[config.mk]
export PLATFORM = sky130hd
export DESIGN_NAME = drv_autoretry
export DESIGN_NICKNAME = d
export VERILOG_FILES = /design/src/rtl/drv_retry_pkg.sv /design/src/rtl/retry_dpath.sv /design/src/rtl/retry_ctrl.sv /design/src/rtl/drv_autoretry.sv
export SDC_FILE = /design/constraint.sdc
export NUM_CORES = 1
export LEC_CHECK = 0
export ABC_AREA = 1
export BUFFER_PORTS_ARGS = -buffer_cell sky130_fd_sc_hd__buf_2
export CAP_MARGIN = 5
export CELL_PAD_IN_SITES_DETAIL_PLACEMENT = 1
export CELL_PAD_IN_SITES_GLOBAL_PLACEMENT = 1
export CORE_UTILIZATION = 46
export DETAILED_ROUTE_END_ITERATION = 8
export PLACE_DENSITY_LB_ADDON = 0.1
export RECOVER_POWER = 25
export SYNTH_ARGS = -nofsm -noshare
export SYNTH_HDL_FRONTEND = slang
export SYNTH_HIERARCHICAL = 1
export SYNTH_SLANG_ARGS = --single-unit
[constraint.sdc]
create_clock -name clk -period 5.1 [get_ports clk]
set_input_delay 1.02 -clock clk [delete_from_list [all_inputs] [get_ports clk]]
set_output_delay 1.02 -clock clk [all_outputs]
set_load 0.01 [all_outputs]
[src/rtl/drv_retry_pkg.sv]
package drv_retry_pkg;
  typedef enum logic [1:0] {ST_IDLE, ST_ON, ST_OFF, ST_THERM} retry_state_e;

  typedef struct packed {
    logic clr;
    logic inc;
  } cnt_cmd_t;
endpackage

[src/rtl/retry_dpath.sv]
module retry_dpath
  import drv_retry_pkg::*;
#(
  parameter int CNT_W = 16,
  parameter logic [3:0][CNT_W-1:0] BLANK_TAB = {16'd32, 16'd16, 16'd8, 16'd4},
  parameter logic [3:0][CNT_W-1:0] OFF_TAB   = {16'd96, 16'd48, 16'd24, 16'd12}
) (
  input  logic       clk,
  input  logic       rstN,
  input  cnt_cmd_t   cmd,
  input  logic       offPhase,
  input  logic [1:0] blankSel,
  input  logic [1:0] offSel,
  output logic       reached
);
  localparam int EXT_W = CNT_W + 1;

  logic [CNT_W-1:0] tickCnt;
  logic [CNT_W-1:0] limit;
  logic [EXT_W-1:0] nextCnt;

  always_comb begin
    limit   = offPhase ? OFF_TAB[offSel] : BLANK_TAB[blankSel];
    nextCnt = {1'b0, tickCnt} + EXT_W'(1);
    reached = nextCnt >= {1'b0, limit};
  end

  always_ff @(posedge clk or negedge rstN) begin
    if (!rstN)        tickCnt <= '0;
    else if (cmd.clr) tickCnt <= '0;
    else if (cmd.inc) tickCnt <= tickCnt + CNT_W'(1);
  end


  cnt_no_wrap_chk: assert property (@(posedge clk) disable iff (!rstN)
    cmd.inc |-> (tickCnt != '1));


  cmd_excl_chk: assert property (@(posedge clk) disable iff (!rstN)
    $onehot0({cmd.clr, cmd.inc}));
endmodule

[src/rtl/retry_ctrl.sv]
module retry_ctrl
  import drv_retry_pkg::*;
(
  input  logic     clk,
  input  logic     rstN,
  input  logic     overCur,
  input  logic     thermFlt,
  input  logic     swEn,
  input  logic     retryEn,
  input  logic     faultMask,
  input  logic     reached,
  output cnt_cmd_t cmd,
  output logic     offPhase,
  output logic     drvEn,
  output logic     faultStat,
  output logic     irq
);
  retry_state_e state, nxt;
  logic irqQ, setIrq;

  assign offPhase = (state == ST_OFF);

  always_comb begin
    nxt    = state;
    cmd    = '0;
    setIrq = 1'b0;
    if (!swEn) begin
      nxt     = ST_IDLE;
      cmd.clr = 1'b1;
    end else if (thermFlt) begin
      if (state != ST_THERM) begin
        nxt     = ST_THERM;
        cmd.clr = 1'b1;
      end else if (reached) begin
        setIrq = 1'b1;
      end else begin
        cmd.inc = 1'b1;
      end
    end else begin
      case (state)
        ST_IDLE, ST_THERM: begin
          nxt     = ST_ON;
          cmd.clr = 1'b1;
        end
        ST_ON: begin
          if (retryEn && overCur) begin
            if (reached) begin
              nxt     = ST_OFF;
              cmd.clr = 1'b1;
            end else begin
              cmd.inc = 1'b1;
            end
          end else begin
            cmd.clr = 1'b1;
          end
        end
        ST_OFF: begin
          if (reached) begin
            nxt     = ST_ON;
            cmd.clr = 1'b1;
          end else begin
            cmd.inc = 1'b1;
          end
        end
        default: begin
          nxt     = ST_IDLE;
          cmd.clr = 1'b1;
        end
      endcase
    end
  end

  always_ff @(posedge clk or negedge rstN) begin
    if (!rstN) begin
      state <= ST_IDLE;
      irqQ  <= 1'b0;
    end else begin
      state <= nxt;
      irqQ  <= (nxt == ST_THERM) && (irqQ || setIrq);
    end
  end

  assign drvEn     = (state == ST_ON);
  assign faultStat = (state == ST_OFF) || (state == ST_THERM);
  assign irq       = irqQ && !faultMask;


  sw_off_chk: assert property (@(posedge clk) disable iff (!rstN)
    !swEn |=> (!drvEn && !faultStat && !irq));


  no_retry_hold_chk: assert property (@(posedge clk) disable iff (!rstN)
    (drvEn && swEn && !retryEn && !thermFlt) |=> drvEn);


  fault_excl_chk: assert property (@(posedge clk) disable iff (!rstN)
    faultStat |-> !drvEn);


  therm_off_chk: assert property (@(posedge clk) disable iff (!rstN)
    (swEn && thermFlt) |=> (!drvEn && faultStat));


  therm_back_chk: assert property (@(posedge clk) disable iff (!rstN)
    (state == ST_THERM && swEn && !thermFlt) |=> drvEn);


  irq_gate_chk: assert property (@(posedge clk) disable iff (!rstN)
    irq |-> (faultStat && !faultMask));
endmodule

[src/rtl/drv_autoretry.sv]
module drv_autoretry
  import drv_retry_pkg::*;
#(
  parameter int CNT_W = 16,
  parameter logic [3:0][CNT_W-1:0] BLANK_TAB = {16'd32, 16'd16, 16'd8, 16'd4},
  parameter logic [3:0][CNT_W-1:0] OFF_TAB   = {16'd96, 16'd48, 16'd24, 16'd12}
) (
  input  logic       clk,
  input  logic       rstN,
  input  logic       overCur,
  input  logic       thermFlt,
  input  logic       swEn,
  input  logic       retryEn,
  input  logic [1:0] blankSel,
  input  logic [1:0] offSel,
  input  logic       faultMask,
  output logic       drvEn,
  output logic       faultStat,
  output logic       irq
);
  cnt_cmd_t cmd;
  logic     offPhase;
  logic     reached;

  retry_ctrl u_ctrl (
    .clk       (clk),
    .rstN      (rstN),
    .overCur   (overCur),
    .thermFlt  (thermFlt),
    .swEn      (swEn),
    .retryEn   (retryEn),
    .faultMask (faultMask),
    .reached   (reached),
    .cmd       (cmd),
    .offPhase  (offPhase),
    .drvEn     (drvEn),
    .faultStat (faultStat),
    .irq       (irq)
  );

  retry_dpath #(
    .CNT_W     (CNT_W),
    .BLANK_TAB (BLANK_TAB),
    .OFF_TAB   (OFF_TAB)
  ) u_dpath (
    .clk      (clk),
    .rstN     (rstN),
    .cmd      (cmd),
    .offPhase (offPhase),
    .blankSel (blankSel),
    .offSel   (offSel),
    .reached  (reached)
  );
endmodule

==> flow_summary.toml, run 1 <==
[cts]
numCtsBuffers = 3
path_clk_slew_ps = 110
postCtsResizedCells = 0
clock_sinks = 19
cts_hold_buf = 0
cts_buffer_depth = 2
cts_tree = "yes"
clk_latency_ps = 300
cts_htree_levels = 1
cts_root_buf = "clkbuf_4"
cts_setup_buffers = 0

[worst_setup_path]
crit_path_cell_trace = "ha_1 > nand2_2 > nor2_4 > xor2_1 > inv_1 > ha_1 > a21o_1 > a21oi_1 > nand2_1 > nor2_1 > nand2_1 > nor2_1 > nand2_1 > inv_2 > nand3_1 > o21ai_0 > nand3_1 > nand2_1 > inv_1 > nor2_1 > inv_1 > o21ai_0"
critPathCaptureType = "register"
cp_slowest_stage_delay_ps = 440
crit_type = "register to register"
cp_top_family = "simple AND/OR/NAND/NOR gates"
crit_slowest_cell = "dfrtp_1"
crit_path_frequent_cell = "nand2_1"
required_ps = 5330
worstPathArrival_ps = 3900
cp-start-kind = "register"
path_buf_inv = 4
path_max_fanout = 12

[cells_and_area]
design_area_um2 = 1710
fillers = 458
n_antenna_cell = 0
nets = 270
final_cell_mix = "57 x nand2_1, 40 x inv_1, 21 x nand3_1, 19 x dfrtp_1, 16 x nor2_1"
final_common_cell = "nand2_1"
drive_gt1_frac = 0.134
seq_area_um2 = 475
multi_input_area_um2 = 931
areaGrowthSynthToFinish_pct = 8.76

[power_and_ir_drop]
leakage_nw = 0.861
ir_drop_v = 0.0000863
power_density_nw_per_um2 = 166

[synth]
syn_avg_cell_area_um2 = 6.80
ys.warnings.count = 6
synth_area_um2 = 1570
synth_fa_ha_area_frac = 0.0955
synth-seq-cells = 19
synth_top_family_by_area = "simple AND/OR/NAND/NOR gates"
synth_mux_area_frac = 0
synth-compound-area-share = 0.110
synth_nets = 254
seq_area_frac_synth = 0.303
synthSimpleGateAreaFrac = 0.354
yosysUniqueCellTypes = 24
netlist_instances = 231
synth_xor_area_frac = 0.0334

[placed_design]
hpwlAfterDp_um = 3170
dpl_cell_area_um2 = 1680
place.gp.congestion = 0.838
port_buffers = 13

[routing]
routedWlPerCell_um = 13.2
vias = 1517
vias_per_cell = 5.23
drt_wl_total_um = 3830
drc = 0
drt_iter0_drc = 36
ant_nets = 0
dr.pass1.iters = 4

[floorplan]
ioPinCount = 14
die_y_um = 60.5
core_um2 = 3150
start_util = 0.498
dieArea_um2 = 3650
placementRows = 20
die_w_um = 60.5

[global_route]
overflow = 0
antenna_found_initial = 0
grt_max_degree = 20
grtUsageTotal = 0.242
grt_pass1_vias = 1525
grt_pass1_wl_um = 6570

[timing]
fin_skew_ps = 3.14
setup-tns-final_ps = 0
slew_violations = 0
rsz0062_at_grt = "false"
min_period_ps = 3670
clock.fmax_mhz = 272
final_hold_viol_count = 0
relSlewSlack = 0.316
setup-violations-final = 0
worst_slew_pin_slew_ps = 1030
post-route-period-util = 0.720

[worst_hold_path]
hold_class = "register to register"

[job]
max-cap-violations = 0

[run_status]
status = "completed"
power breakdown:
group,total (mW),internal [mW],switching (mW)
Clock,0.0789,0.0305,0.0485
Sequential,0.154,0.152,0.00226
Combinational,0.0510,0.0174,0.0335
Yosys cell counts:
| cell | count | area (µm²) |
|---|---|---|
| a21o_1 | 1 | 7.51 |
| a21oi_1 | 6 | 30.0 |
| a22oi_1 | 1 | 7.51 |
| clkbuf_1 | 2 | 7.51 |
| clkinv_1 | 1 | 3.75 |
| dfrtp_1 | 19 | 475 |
| ha_1 | 12 | 150 |
| inv_1 | 40 | 150 |
| inv_2 | 1 | 3.75 |
| nand2_1 | 57 | 214 |
| nand2_2 | 7 | 43.8 |
| nand3_1 | 21 | 105 |
| nand3_2 | 1 | 10.0 |
| nand3b_1 | 1 | 7.51 |
| nand4_1 | 7 | 43.8 |
| nor2_1 | 16 | 60.1 |
| nor2_2 | 5 | 31.3 |
| nor2_4 | 3 | 33.8 |
| o21ai_0 | 12 | 60.1 |
| o21ai_1 | 1 | 5.00 |
| o22ai_1 | 10 | 62.6 |
| or2_2 | 1 | 6.26 |
| xnor2_1 | 1 | 8.76 |
| xor2_1 | 5 | 43.8 |
layer usage:
layer / GRT usage / part of all wire
met1: 0.288 / 0.46
met2: 0.447 / 0.51
met3: 0.0320 / 0.022
met4: 0.0779 / 0.012
met5: 0 / 0
through the flow:
step	utilization	hold slack [ps]	power, mW	cells	setup slack [ps]
floorplan	-	543	0.190	231	1620
global placement	0.534	578	0.207	286	1260
detailed placement	0.534	592	0.209	286	1130
CTS	0.542	614	0.287	290	1400
global route	0.542	652	0.301	290	936
finish	0.542	611	0.284	290	1430
state kept, by name, indices dropped and copies added, names as in the netlist:
signal           cells
u_dpath/tickCnt     16
u_ctrl/state         2
u_ctrl/irqQ          1
cell families after synthesis:
kind of cell,count (synthesis)
adder cells (fa/ha/maj),12
flip-flops,19
AND/OR/NAND/NOR,119
XOR/XNOR,6
buffers and inverters,44
AO/OA/AOI/OAI,31
tightest hold or removal path: cells and delay by family (launching register included):
kind,cells,cell delay (ps)
compound gates,1,90
buf+inv,1,80
flops,1,420
final timing paths:
check | slack, ps | cells after the start | startpoint | to
hold / removal | 610 | 2 | u_dpath/tickCnt[15] | u_dpath/tickCnt[15]
hold reg to reg | 610 | 2 | u_dpath/tickCnt[15] | u_dpath/tickCnt[15]
max in group asynchronous | 3620 | 1 | rstN | u_dpath/tickCnt[3]
setup reg to reg | 1430 | 22 | u_dpath/tickCnt[1] | u_dpath/tickCnt[2]
setup / recovery | 1430 | 22 | u_dpath/tickCnt[1] | u_dpath/tickCnt[2]
min in group asynchronous | 860 | 1 | rstN | u_dpath/tickCnt[15]
cell type report:
class | count | area share
Sequential cell | 19 | 0.278
Clock buffer | 4 | 0.0154
Multi-Input combinational cell | 168 | 0.545
Timing Repair Buffer | 13 | 0.0373
Tap cell | 44 | 0.0322
Inverter | 42 | 0.0922
No activity file was read; power rests on OpenSTA's default activity.
==> run 2: changes to the inputs <==
Settings changed: ABC_AREA 1 to 0, CORE_UTILIZATION 46 to 45.
Clock period 5.1 ns to 3.5 ns, I/O delays scaled along.
==> flow_summary.toml, run 2 <==
[cells_and_area]
nets = 212
areaGrowthSynthToFinish_pct = 9.72
fillers = 404
reg_top3 = "u_dpath/tickCnt x16, u_ctrl/state x2, u_ctrl/irqQ x1"
final_cell_mix = "20 x nand2_1, 19 x dfrtp_1, 17 x nor2_1, 13 x xor2_1, 12 x buf_2"
seq_area_um2 = 475
top_register = "u_dpath/tickCnt"
multi_input_area_um2 = 982
n_antenna_cell = 0
final_common_cell = "nand2_1"
largest_reg_flops = 16
drive_gt1_frac = 0.176

[routing]
routedWlPerCell_um = 14.4
ant_nets = 0
met1_length_um = 1520
dr.pass1.iters = 4
top_layer_used = "met4"
vias = 1306
vias_per_cell = 5.63
drc = 0
route.met3.wl_um = 51
drt_wl_total_um = 3340
drt_iter0_drc = 66
met2WireLength_um = 1730

[placed_design]
place.gp.congestion = 0.864
port_buffers = 13
place_ws_ps = 223
hpwlAfterDp_um = 2580

[synth]
synthTopCellsByCount = "20 x nand2_1, 19 x dfrtp_1, 17 x nor2_1"
syn_avg_cell_area_um2 = 8.61
synth_area_um2 = 1510
netlist_instances = 175
seq_area_frac_synth = 0.316
synth.most_common_cell = "nand2_1"
ys.flop_type = "dfrtp_1"
synth-seq-cells = 19
ys.warnings.count = 6
synthTopCellsByArea = "dfrtp_1 32%, ha_1 10%, xor2_1 7.6%"
yosysTopAreaCell = "dfrtp_1"
yosysUniqueCellTypes = 41
synth_nets = 198
synthArstFlopShare = 1.00
synth_edf_count = 0
synth_top_area_frac = 0.316

[cts]
cts_hold_buf = 0
cts_tree = "yes"
postCtsResizedCells = 0
cts_htree_levels = 1
cts_buffer_depth = 2
clock_sinks = 19
numCtsBuffers = 3
cts_root_buf = "clkbuf_4"
cts_setup_buffers = 0
clk_latency_ps = 300
path_clk_slew_ps = 110

[global_route]
overflow = 0
grt_pass1_wl_um = 5950
grt_max_degree = 20
antenna_found_initial = 0
grt_pass1_vias = 1345
grtUsageTotal = 0.220

[worst_setup_path]
worstPathArrival_ps = 3400
cp_slowest_stage_delay_ps = 440
critPathCaptureType = "register"
crit_type = "register to register"
r2r_setup_slack_ps = 330
regToRegStartpoint = "u_ctrl/state[0]"
required_ps = 3740
cp-endpoint = "u_dpath/tickCnt[15]"
crit_slowest_cell = "dfrtp_1"
reg2reg_depth = 15
crit_path_frequent_cell = "a21oi_1"
startpoint = "u_ctrl/state[0]"
path_max_fanout = 14
crit_path_cell_trace = "inv_1 > ha_2 > nor3b_1 > a21oi_1 > ha_1 > a21boi_0 > o21ai_0 > a21oi_1 > nand4b_1 > nand2b_1 > a21oi_1 > buf_4 > nand3_2 > or3_1 > a21oi_1"
r2r-end = "u_dpath/tickCnt[15]"
cp-start-kind = "register"

[floorplan]
placementRows = 20
ioPinCount = 14
start_util = 0.485
die_w_um = 59.9
die_y_um = 59.9
dieArea_um2 = 3580
core_um2 = 3100

[timing]
setup-tns-final_ps = 0
setup-violations-final = 0
slew_violations = 0
min_period_ps = 3170
hold-worst-slack_ps = 541
rsz0062_at_grt = "false"
relSlewSlack = 0.317
clock.fmax_mhz = 316
post-route-period-util = 0.905
worst_slew_pin_slew_ps = 1020
fin_skew_ps = 6.06
final_hold_viol_count = 0
worst_slack_ps = 332

[power_and_ir_drop]
combPwrFrac = 0.221
cellInternalPower_mw = 0.304
ir_drop_v = 0.000175
power_density_nw_per_um2 = 263
leakage_nw = 0.727
switching_share = 0.302
pwr-share-seq = 0.523
p_clk_frac = 0.255
p_switching_mw = 0.132

[worst_hold_path]
hold_class = "input pin to asynchronous set/reset pin"

[job]
max-cap-violations = 0

[run_status]
status = "completed"
[run 2: cell count changes in the layout (fill, tap and decap cells not counted), sizes merged, moves of 6 or more]
cell,delta
and3,+7
inv,-36
nand2,-43
nand3,-14
nor2,-6
o22ai,-10
xor2,+8
[run 2: logic make-up after synthesis]
group,Yosys count,synth area share
simple gates,79,0.291
compound gates,30,0.129
xor+xnor,19,0.110
flops,19,0.316
buf+inv,13,0.0341
fa+ha+maj,12,0.0997
mux,3,0.0208
[run 2: critical path: cells and delay by family, from the launching register on]
family,cells,cell delay [ps]
AOI/OAI and AO/OA,6,730
adders and majority gates,2,540
buffers and inverters,2,320
DFF,1,440
and+or+nand+nor,5,1050
[run 2: how the worst min path moves through the flow]
stage / start / endpoint / depth (start not counted)
floorplan: rstN / u_ctrl/irqQ / 0
global placement: u_dpath/tickCnt[9] / u_dpath/tickCnt[9] / 2
detailed placement: u_dpath/tickCnt[9] / u_dpath/tickCnt[9] / 2
CTS: rstN / u_dpath/tickCnt[11] / 1
global route: rstN / u_ctrl/irqQ / 1
finish: rstN / u_dpath/tickCnt[11] / 1
[run 2: through the flow]
| step | util | area (µm²) | total power, mW | std cells |
|---|---|---|---|---|
| after floorplan | - | 1510 | 0.291 | 175 |
| after global placement | 0.523 | 1620 | 0.324 | 228 |
| after detailed placement | 0.523 | 1620 | 0.329 | 228 |
| after CTS | 0.532 | 1650 | 0.443 | 232 |
| after global routing | 0.533 | 1650 | 0.460 | 232 |
| final | 0.533 | 1650 | 0.435 | 232 |
[run 2: final cells by class]
type                            count  share of cell area
Clock buffer                        3              0.0136
Sequential cell                    19               0.288
Inverter                            5              0.0114
Timing Repair Buffer               17              0.0568
Tap cell                           44              0.0333
Clock inverter                      1             0.00303
Multi-Input combinational cell    143               0.594
[run 2: layer usage]
metal,GRT usage,vias to the layer above
met5,0,-
met4,0.0698,0
met3,0.0130,4
met2,0.406,13
met1,0.271,649
li1,-,640
[run 2: power groups by stage]
stage	Clock, mW	Sequential, mW	Combinational, mW
floorplan	0	0.230	0.0607
global route	0.123	0.229	0.109
detailed placement	0	0.232	0.0970
CTS	0.118	0.228	0.0974
finish	0.111	0.228	0.0964
global placement	0	0.232	0.0924
